==> src/rtl/acc_alu_pkg.sv <==
package acc_alu_pkg;

    localparam int DATA_W = 8;
    localparam int OP_W   = 4;

    typedef enum logic [OP_W-1:0] {
        OP_ADD  = 4'd0,
        OP_ADDC = 4'd1,
        OP_SUBB = 4'd2,
        OP_INC  = 4'd3,
        OP_DEC  = 4'd4,
        OP_CPL  = 4'd5,
        OP_CLR  = 4'd6,
        OP_AND  = 4'd7,
        OP_OR   = 4'd8,
        OP_XOR  = 4'd9,
        OP_ROR  = 4'd10,
        OP_ROL  = 4'd11,
        OP_RORC = 4'd12,
        OP_ROLC = 4'd13,
        OP_MUL  = 4'd14,
        OP_DIV  = 4'd15
    } op_e;

    typedef struct packed {
        logic [DATA_W-1:0] acc;
        logic [DATA_W-1:0] aux;
        logic              cy;
        logic              err;
    } alu_res_t;

    typedef enum logic [1:0] {
        UNIT_ARITH  = 2'd0,
        UNIT_LOGIC  = 2'd1,
        UNIT_MULDIV = 2'd2
    } unit_e;

    function automatic unit_e unit_of(op_e op);
        case (op)
            OP_ADD, OP_ADDC, OP_SUBB, OP_INC, OP_DEC: unit_of = UNIT_ARITH;
            OP_MUL, OP_DIV:                           unit_of = UNIT_MULDIV;
            default:                                  unit_of = UNIT_LOGIC;
        endcase
    endfunction

    function automatic logic uses_aux(op_e op);
        uses_aux = (op == OP_MUL) || (op == OP_DIV);
    endfunction

endpackage

==> src/rtl/acc_alu_arith.sv <==
module acc_alu_arith
    import acc_alu_pkg::*;
#(
    parameter int W = DATA_W
) (
    input  op_e          op_i,
    input  logic [W-1:0] a_i,
    input  logic [W-1:0] src_i,
    input  logic         cy_i,
    output logic [W-1:0] res_o,
    output logic         cy_o
);
    localparam int EW = W + 1;

    logic [EW-1:0] a_ext;
    logic [EW-1:0] s_ext;
    logic [EW-1:0] c_ext;
    logic [EW-1:0] wide;

    assign a_ext = {1'b0, a_i};
    assign s_ext = {1'b0, src_i};
    assign c_ext = {{W{1'b0}}, cy_i};

    always_comb begin
        wide  = '0;
        res_o = a_i;
        cy_o  = cy_i;
        case (op_i)
            OP_ADD: begin
                wide  = a_ext + s_ext;
                res_o = wide[W-1:0];
                cy_o  = wide[W];
            end
            OP_ADDC: begin
                wide  = a_ext + s_ext + c_ext;
                res_o = wide[W-1:0];
                cy_o  = wide[W];
            end
            OP_SUBB: begin
                // the borrow shows up as bit W of the 9-bit difference
                wide  = a_ext - s_ext - c_ext;
                res_o = wide[W-1:0];
                cy_o  = wide[W];
            end
            OP_INC:  res_o = a_i + W'(1);
            OP_DEC:  res_o = a_i - W'(1);
            default: res_o = a_i;
        endcase
    end
endmodule

==> src/rtl/acc_alu_logic.sv <==
module acc_alu_logic
    import acc_alu_pkg::*;
#(
    parameter int W = DATA_W
) (
    input  op_e          op_i,
    input  logic [W-1:0] a_i,
    input  logic [W-1:0] src_i,
    input  logic         cy_i,
    output logic [W-1:0] res_o,
    output logic         cy_o
);
    always_comb begin
        res_o = a_i;
        cy_o  = cy_i;
        case (op_i)
            OP_CPL:  res_o = ~a_i;
            OP_CLR:  res_o = '0;
            OP_AND:  res_o = a_i & src_i;
            OP_OR:   res_o = a_i | src_i;
            OP_XOR:  res_o = a_i ^ src_i;
            OP_ROR:  res_o = {a_i[0], a_i[W-1:1]};
            OP_ROL:  res_o = {a_i[W-2:0], a_i[W-1]};
            OP_RORC: begin
                res_o = {cy_i, a_i[W-1:1]};
                cy_o  = a_i[0];
            end
            OP_ROLC: begin
                res_o = {a_i[W-2:0], cy_i};
                cy_o  = a_i[W-1];
            end
            default: res_o = a_i;
        endcase
    end
endmodule

==> src/rtl/acc_alu_muldiv.sv <==
module acc_alu_muldiv
    import acc_alu_pkg::*;
#(
    parameter int W = DATA_W
) (
    input  logic         div_i,
    input  logic [W-1:0] a_i,
    input  logic [W-1:0] b_i,
    output logic [W-1:0] acc_o,
    output logic [W-1:0] aux_o,
    output logic         err_o
);
    localparam int PW = 2 * W;
    localparam int SW = W + 1;

    logic [PW-1:0] prod;
    logic [W-1:0]  quot;
    logic [W-1:0]  rem_s [W+1];
    logic          div_zero;

    assign prod     = PW'(a_i) * PW'(b_i);
    assign div_zero = (b_i == '0);
    assign rem_s[0] = '0;

    // restoring division, one stage per quotient bit, MSB first
    for (genvar k = 0; k < W; k++) begin : g_stage
        logic [SW-1:0] shifted;
        logic [SW-1:0] diff;
        logic          fits;
        assign shifted       = {rem_s[k], a_i[W-1-k]};
        assign diff          = shifted - {1'b0, b_i};
        assign fits          = (shifted >= {1'b0, b_i});
        assign quot[W-1-k]   = fits;
        assign rem_s[k+1]    = fits ? diff[W-1:0] : shifted[W-1:0];
    end

    always_comb begin
        err_o = 1'b0;
        if (!div_i) begin
            acc_o = prod[W-1:0];
            aux_o = prod[PW-1:W];
        end else if (div_zero) begin
            acc_o = a_i;
            aux_o = b_i;
            err_o = 1'b1;
        end else begin
            acc_o = quot;
            aux_o = rem_s[W];
        end
    end

    // a remainder is always below a nonzero divisor
    always_comb begin
        if (div_i && !div_zero) begin
            a_rem_lt_div_r5: assert (rem_s[W] < b_i);
        end
    end
endmodule

==> src/rtl/acc_alu_core.sv <==
module acc_alu_core
    import acc_alu_pkg::*;
(
    input  op_e               op_i,
    input  logic [DATA_W-1:0] a_i,
    input  logic [DATA_W-1:0] b_i,
    input  logic [DATA_W-1:0] src_i,
    input  logic              cy_i,
    output alu_res_t          res_o
);
    logic [DATA_W-1:0] ar_res;
    logic              ar_cy;
    logic [DATA_W-1:0] lg_res;
    logic              lg_cy;
    logic [DATA_W-1:0] md_acc;
    logic [DATA_W-1:0] md_aux;
    logic              md_err;

    acc_alu_arith #(.W(DATA_W)) arith_i (
        .op_i  (op_i),
        .a_i   (a_i),
        .src_i (src_i),
        .cy_i  (cy_i),
        .res_o (ar_res),
        .cy_o  (ar_cy)
    );

    acc_alu_logic #(.W(DATA_W)) logic_i (
        .op_i  (op_i),
        .a_i   (a_i),
        .src_i (src_i),
        .cy_i  (cy_i),
        .res_o (lg_res),
        .cy_o  (lg_cy)
    );

    acc_alu_muldiv #(.W(DATA_W)) muldiv_i (
        .div_i (op_i == OP_DIV),
        .a_i   (a_i),
        .b_i   (b_i),
        .acc_o (md_acc),
        .aux_o (md_aux),
        .err_o (md_err)
    );

    always_comb begin
        res_o.aux = b_i;
        res_o.err = 1'b0;
        case (unit_of(op_i))
            UNIT_ARITH: begin
                res_o.acc = ar_res;
                res_o.cy  = ar_cy;
            end
            UNIT_MULDIV: begin
                res_o.acc = md_acc;
                res_o.aux = md_aux;
                res_o.cy  = 1'b0;
                res_o.err = md_err;
            end
            default: begin
                res_o.acc = lg_res;
                res_o.cy  = lg_cy;
            end
        endcase
    end
endmodule

==> src/rtl/acc_alu.sv <==
module acc_alu
    import acc_alu_pkg::*;
(
    input  logic              clk,
    input  logic              rst,
    input  logic [OP_W-1:0]   op_i,
    input  logic [DATA_W-1:0] a_i,
    input  logic [DATA_W-1:0] b_i,
    input  logic [DATA_W-1:0] src_i,
    input  logic              cy_i,
    output logic [DATA_W-1:0] a_o,
    output logic [DATA_W-1:0] b_o,
    output logic              cy_o,
    output logic              err_o
);
    localparam int PW = 2 * DATA_W;

    op_e      op;
    alu_res_t res_d;
    alu_res_t res_q;

    assign op = op_e'(op_i);

    acc_alu_core core_i (
        .op_i  (op),
        .a_i   (a_i),
        .b_i   (b_i),
        .src_i (src_i),
        .cy_i  (cy_i),
        .res_o (res_d)
    );

    always_ff @(posedge clk) begin
        if (rst) res_q <= '0;
        else     res_q <= res_d;
    end

    assign a_o   = res_q.acc;
    assign b_o   = res_q.aux;
    assign cy_o  = res_q.cy;
    assign err_o = res_q.err;

    p_mul_split_r4: assert property (@(posedge clk) disable iff (rst)
        (op == OP_MUL) |=> ({b_o, a_o} == (PW'($past(a_i)) * PW'($past(b_i)))) && !cy_o);

    p_div_zero_r6: assert property (@(posedge clk) disable iff (rst)
        (op == OP_DIV && b_i == '0) |=>
            err_o && a_o == $past(a_i) && b_o == $past(b_i));

    p_err_only_div_r6: assert property (@(posedge clk) disable iff (rst)
        (op != OP_DIV) |=> !err_o);

    p_incdec_cy_r7: assert property (@(posedge clk) disable iff (rst)
        (op == OP_INC || op == OP_DEC) |=> cy_o == $past(cy_i));

    p_aux_hold_r11: assert property (@(posedge clk) disable iff (rst)
        !uses_aux(op) |=> b_o == $past(b_i));

    p_ror_r9: assert property (@(posedge clk) disable iff (rst)
        (op == OP_ROR) |=> a_o == {$past(a_i[0]), $past(a_i[DATA_W-1:1])});
endmodule

==> config.mk <==
export PLATFORM = sky130hd
export DESIGN_NAME = acc_alu
export DESIGN_NICKNAME = d
export VERILOG_FILES = /design/src/rtl/acc_alu_pkg.sv /design/src/rtl/acc_alu_arith.sv /design/src/rtl/acc_alu_logic.sv /design/src/rtl/acc_alu_muldiv.sv /design/src/rtl/acc_alu_core.sv /design/src/rtl/acc_alu.sv
export SDC_FILE = /design/constraint.sdc
export NUM_CORES = 1
export LEC_CHECK = 0
export BUFFER_PORTS_ARGS = -buffer_cell sky130_fd_sc_hd__buf_2
export CORE_MARGIN = 3
export CORE_UTILIZATION = 45
export CTS_CLUSTER_DIAMETER = 100
export CTS_CLUSTER_SIZE = 10
export DETAILED_ROUTE_END_ITERATION = 7
export MAX_ROUTING_LAYER = met4
export SYNTH_ARGS = -nofsm -noshare
export SYNTH_HDL_FRONTEND = slang
export SYNTH_SLANG_ARGS = --single-unit
==> constraint.sdc <==
create_clock -name clk -period 24.4 [get_ports clk]
set_input_delay 4.88 -clock clk [delete_from_list [all_inputs] [get_ports clk]]
set_output_delay 4.88 -clock clk [all_outputs]
set_load 0.03 [all_outputs]
==> metrics.csv <==
stage,metric,value,unit
detailed_routing,vias,7381,
grt,grt_pass1_vias,7074,
synth,muxShareOfSynthArea,4.75,%
timing,fmax,43.8,MHz
timing,fin_crit_sh,93.6,%
final_layout,final_cell_mix,"139 x ha_1, 109 x inv_1, 100 x nor2_1",
final_layout,drive_above_1_share,9.83,%
detailed_routing,wire_per_inst,19.2,um
timing,drv_slew,0,
clock_tree,clock_path_buffers,2,
floorplanning,io-pin-count,49,
floorplanning,die_y,137,um
timing,final.min_clock_period,22830,ps
synth,synthFlopType,dfxtp_1,
final_layout,diodes,0,
power,pwr-share-clk,6.8,%
final_layout,area_growth,7.33,%
synth,synth_area,7760,um^2
power,p_int,0.000291,W
detailed_routing,vias_per_cell,5.87,
clock_tree,clk_pin_slew,80,ps
floorplanning,start_util,46.3,%
grt,grt_max_degree,36,
timing,maxSlewHeadroom,31.4,%
job,cap_violations,0,
floorplanning,coreArea,16800,um^2
clock_tree,numCtsBuffers,3,
synth,synth_nets,1223,
grt,grt_overflow,0,
synth,yosysSeqAreaShare,4.64,%
synth,synth_xor_area_share,7.67,%
final_layout,final_common_cell,ha_1,
synth,yosys.area_share.simple,17.5,%
synth,avgSynthCellArea,7.72,um^2
detailed_routing,drt_iter0_markers,612,
worst_hold_path,hold_depth,3,
power,p_per_area,72.5,nW/um^2
timing,finalSetupViolCount,0,
detailed_routing,drc_errors,0,
setup_path,critPathLaunchType,primary input,
synth,synth_top_family_by_area,adder cells,
setup_path,max_stage_delay,490,ps
synth,synth-adder-area-share,34.5,%
placement,dp_hpwl,18900,um
clock_tree,clkSinkCount,18,
worst_hold_path,min_path_type,primary input to flop,
detailed_routing,ant_nets,0,
clock_tree,htree_levels,1,
power,p_comb_share,87.5,%
clock_tree,hold_buffers,0,
clock_tree,cts_tree,yes,
detailed_routing,dr.pass1.iters,5,
final_layout,final_core_util,49.7,%
synth,yosysWarnings,0,
synth,synthDistinctLibCells,79,
synth,synth-edff-count,0,
grt,grt.total_usage,26.7,%
power,swShare,51.8,%
setup_path,critPathMaxFanout,13,
worst_hold_path,hold_start,op_i[3],
floorplanning,dieArea,18900,um^2
setup_path,crit_required,24550,ps
placement,io_buffers,48,
detailed_routing,routed_wl,24200,um
setup_path,critical_path_class,primary input to flop,
final_layout,fillers,1705,
floorplanning,rows,47,
power,seqPwrFrac,5.8,%
setup_path,crit_path_end_kind,flop,
clock_tree,cts_root_buf,clkbuf_16,
synth,synth_seq_cells,18,
power,p_switching,0.000313,W
placement,gp_congestion,0.942,
timing,rsz0062_at_grt,false,
final_layout,multi_input_area,6840,um^2
synth,synth_compound_area_share,23.6,%
power,ir_worst_vdd,0.0737,mV
floorplanning,fp.dieW,137,um
power,power.leakage,4.14,nW
setup_path,cpMaxStageDelayCell,a211o_1,
timing,tightest_slew,1020,ps
final_layout,regArea,360,um^2
synth,synth_cells,1006,
timing,hold_viol_final,0,
grt,antenna_found_initial,0,
final_layout,finalNetCount,1256,
synth,async_flop_share,0,%
worst_hold_path,hold_end,cy_o,
grt,grt_pass1_wl,38300,um
timing,finalSetupTns,0,ps
setup_path,cp.arrival,22970,ps
outcome,status,"complete, no violations",
-- stage by stage --
| step | hold WS [ps] | instance area (um^2) | std cells | total power (W) | setup slack, ps |
|---|---|---|---|---|---|
| floorplan | 5050 | 7760 | 1006 | 0.000443 | 2530 |
| global placement | 5250 | 8190 | 1248 | 0.000539 | 1150 |
| detailed placement | 5250 | 8190 | 1248 | 0.000535 | 610 |
| CTS | 4970 | 8280 | 1252 | 0.000581 | 798 |
| global route | 5010 | 8330 | 1258 | 0.000664 | 0.954 |
| finish | 4960 | 8330 | 1258 | 0.000604 | 1570 |
-- logic make-up (layout without fill, tap and decap cells) --
logic type | after synthesis | count (layout)
AND/OR/NAND/NOR | 286 | 286
multiplexers | 33 | 33
flip-flops | 18 | 18
AO/OA/AOI/OAI | 269 | 269
adder cells (fa/ha/maj) | 186 | 186
XOR/XNOR | 68 | 68
buffers and inverters | 146 | 178
-- final cells by class --
cell class / instances / area share [%]
multi-input cells: 842 / 82.1
inverters: 112 / 5.05
flip-flops and latches: 18 / 4.32
repair buffers: 62 / 4.14
well taps: 220 / 3.30
clock buffers: 4 / 1.07
-- sequential cells by signal, indices dropped and copies added, names as in the netlist --
signal  count
b_o         8
cy_o        1
a_o         8
err_o       1
-- power by group through the flow --
| stage | Combinational [W] | Clock (W) | Sequential, W |
|---|---|---|---|
| 4_1_cts | 0.000505 | 0.0000412 | 0.0000348 |
| 3_3_place_gp | 0.000503 | 0 | 0.0000355 |
| 2_1_floorplan | 0.000399 | 0 | 0.0000440 |
| 6_report | 0.000528 | 0.0000409 | 0.0000348 |
| 3_5_place_dp | 0.000500 | 0 | 0.0000353 |
| 5_1_grt | 0.000586 | 0.0000424 | 0.0000352 |
-- worst max-delay path, delay by kind of cell --
family          cells  cell delay (ps)
buf+inv            10             1370
fa+ha+maj           8             2330
mux                 3              920
simple gates       15             2710
compound gates     48            10780
-- routing by layer --
layer  track usage (%)  up-vias  part of all wire, %
met1              39.1     3443                   48
met5                 -        -                    0
met2              40.3      287                   43
met4              5.71        0                  1.9
met3              2.08       32                  6.7
li1                  -     3619                    -
-- synthesized netlist by cell type, drive strengths merged (6+ instances only) --
cell type	instances	area share, %
a211oi	9	1.0
a21o	25	2.4
a21oi	65	4.2
a221oi	8	0.90
a22oi	8	0.77
a31oi	9	0.73
a32oi	6	0.68
and3	8	0.64
buf	9	0.74
clkbuf	25	1.2
dfxtp	18	4.6
fa	47	12
ha	139	22
inv	109	5.3
mux2	18	2.7
mux2i	14	1.8
nand2	78	3.8
nand2b	16	1.3
nand3	15	0.97
nand4	8	0.64
nor2	101	4.9
nor2b	16	1.3
nor3	16	1.3
o211ai	8	0.95
o21a	7	0.68
o21ai	55	3.5
o21bai	15	1.6
o22ai	8	0.64
o31ai	7	0.68
or2	7	0.56
xnor2	47	5.3
xor2	21	2.4
-- timing repair --
action | CTS | global route
resized for setup | 0 | 7
setup endpoints to repair | 0 | 9
buffers inserted | 0 | 6
-- worst max-delay path by stage --
| stage | start | to | cells past startpoint |
|---|---|---|---|
| 2_1_floorplan | a_i[7] | b_o[6] | 86 |
| 3_3_place_gp | a_i[7] | b_o[2] | 83 |
| 3_5_place_dp | a_i[7] | b_o[2] | 84 |
| 4_1_cts | a_i[7] | b_o[2] | 83 |
| 5_1_grt | a_i[7] | b_o[2] | 85 |
| 6_report | a_i[7] | b_o[2] | 84 |
No activity file was read; power rests on OpenSTA's default activity.
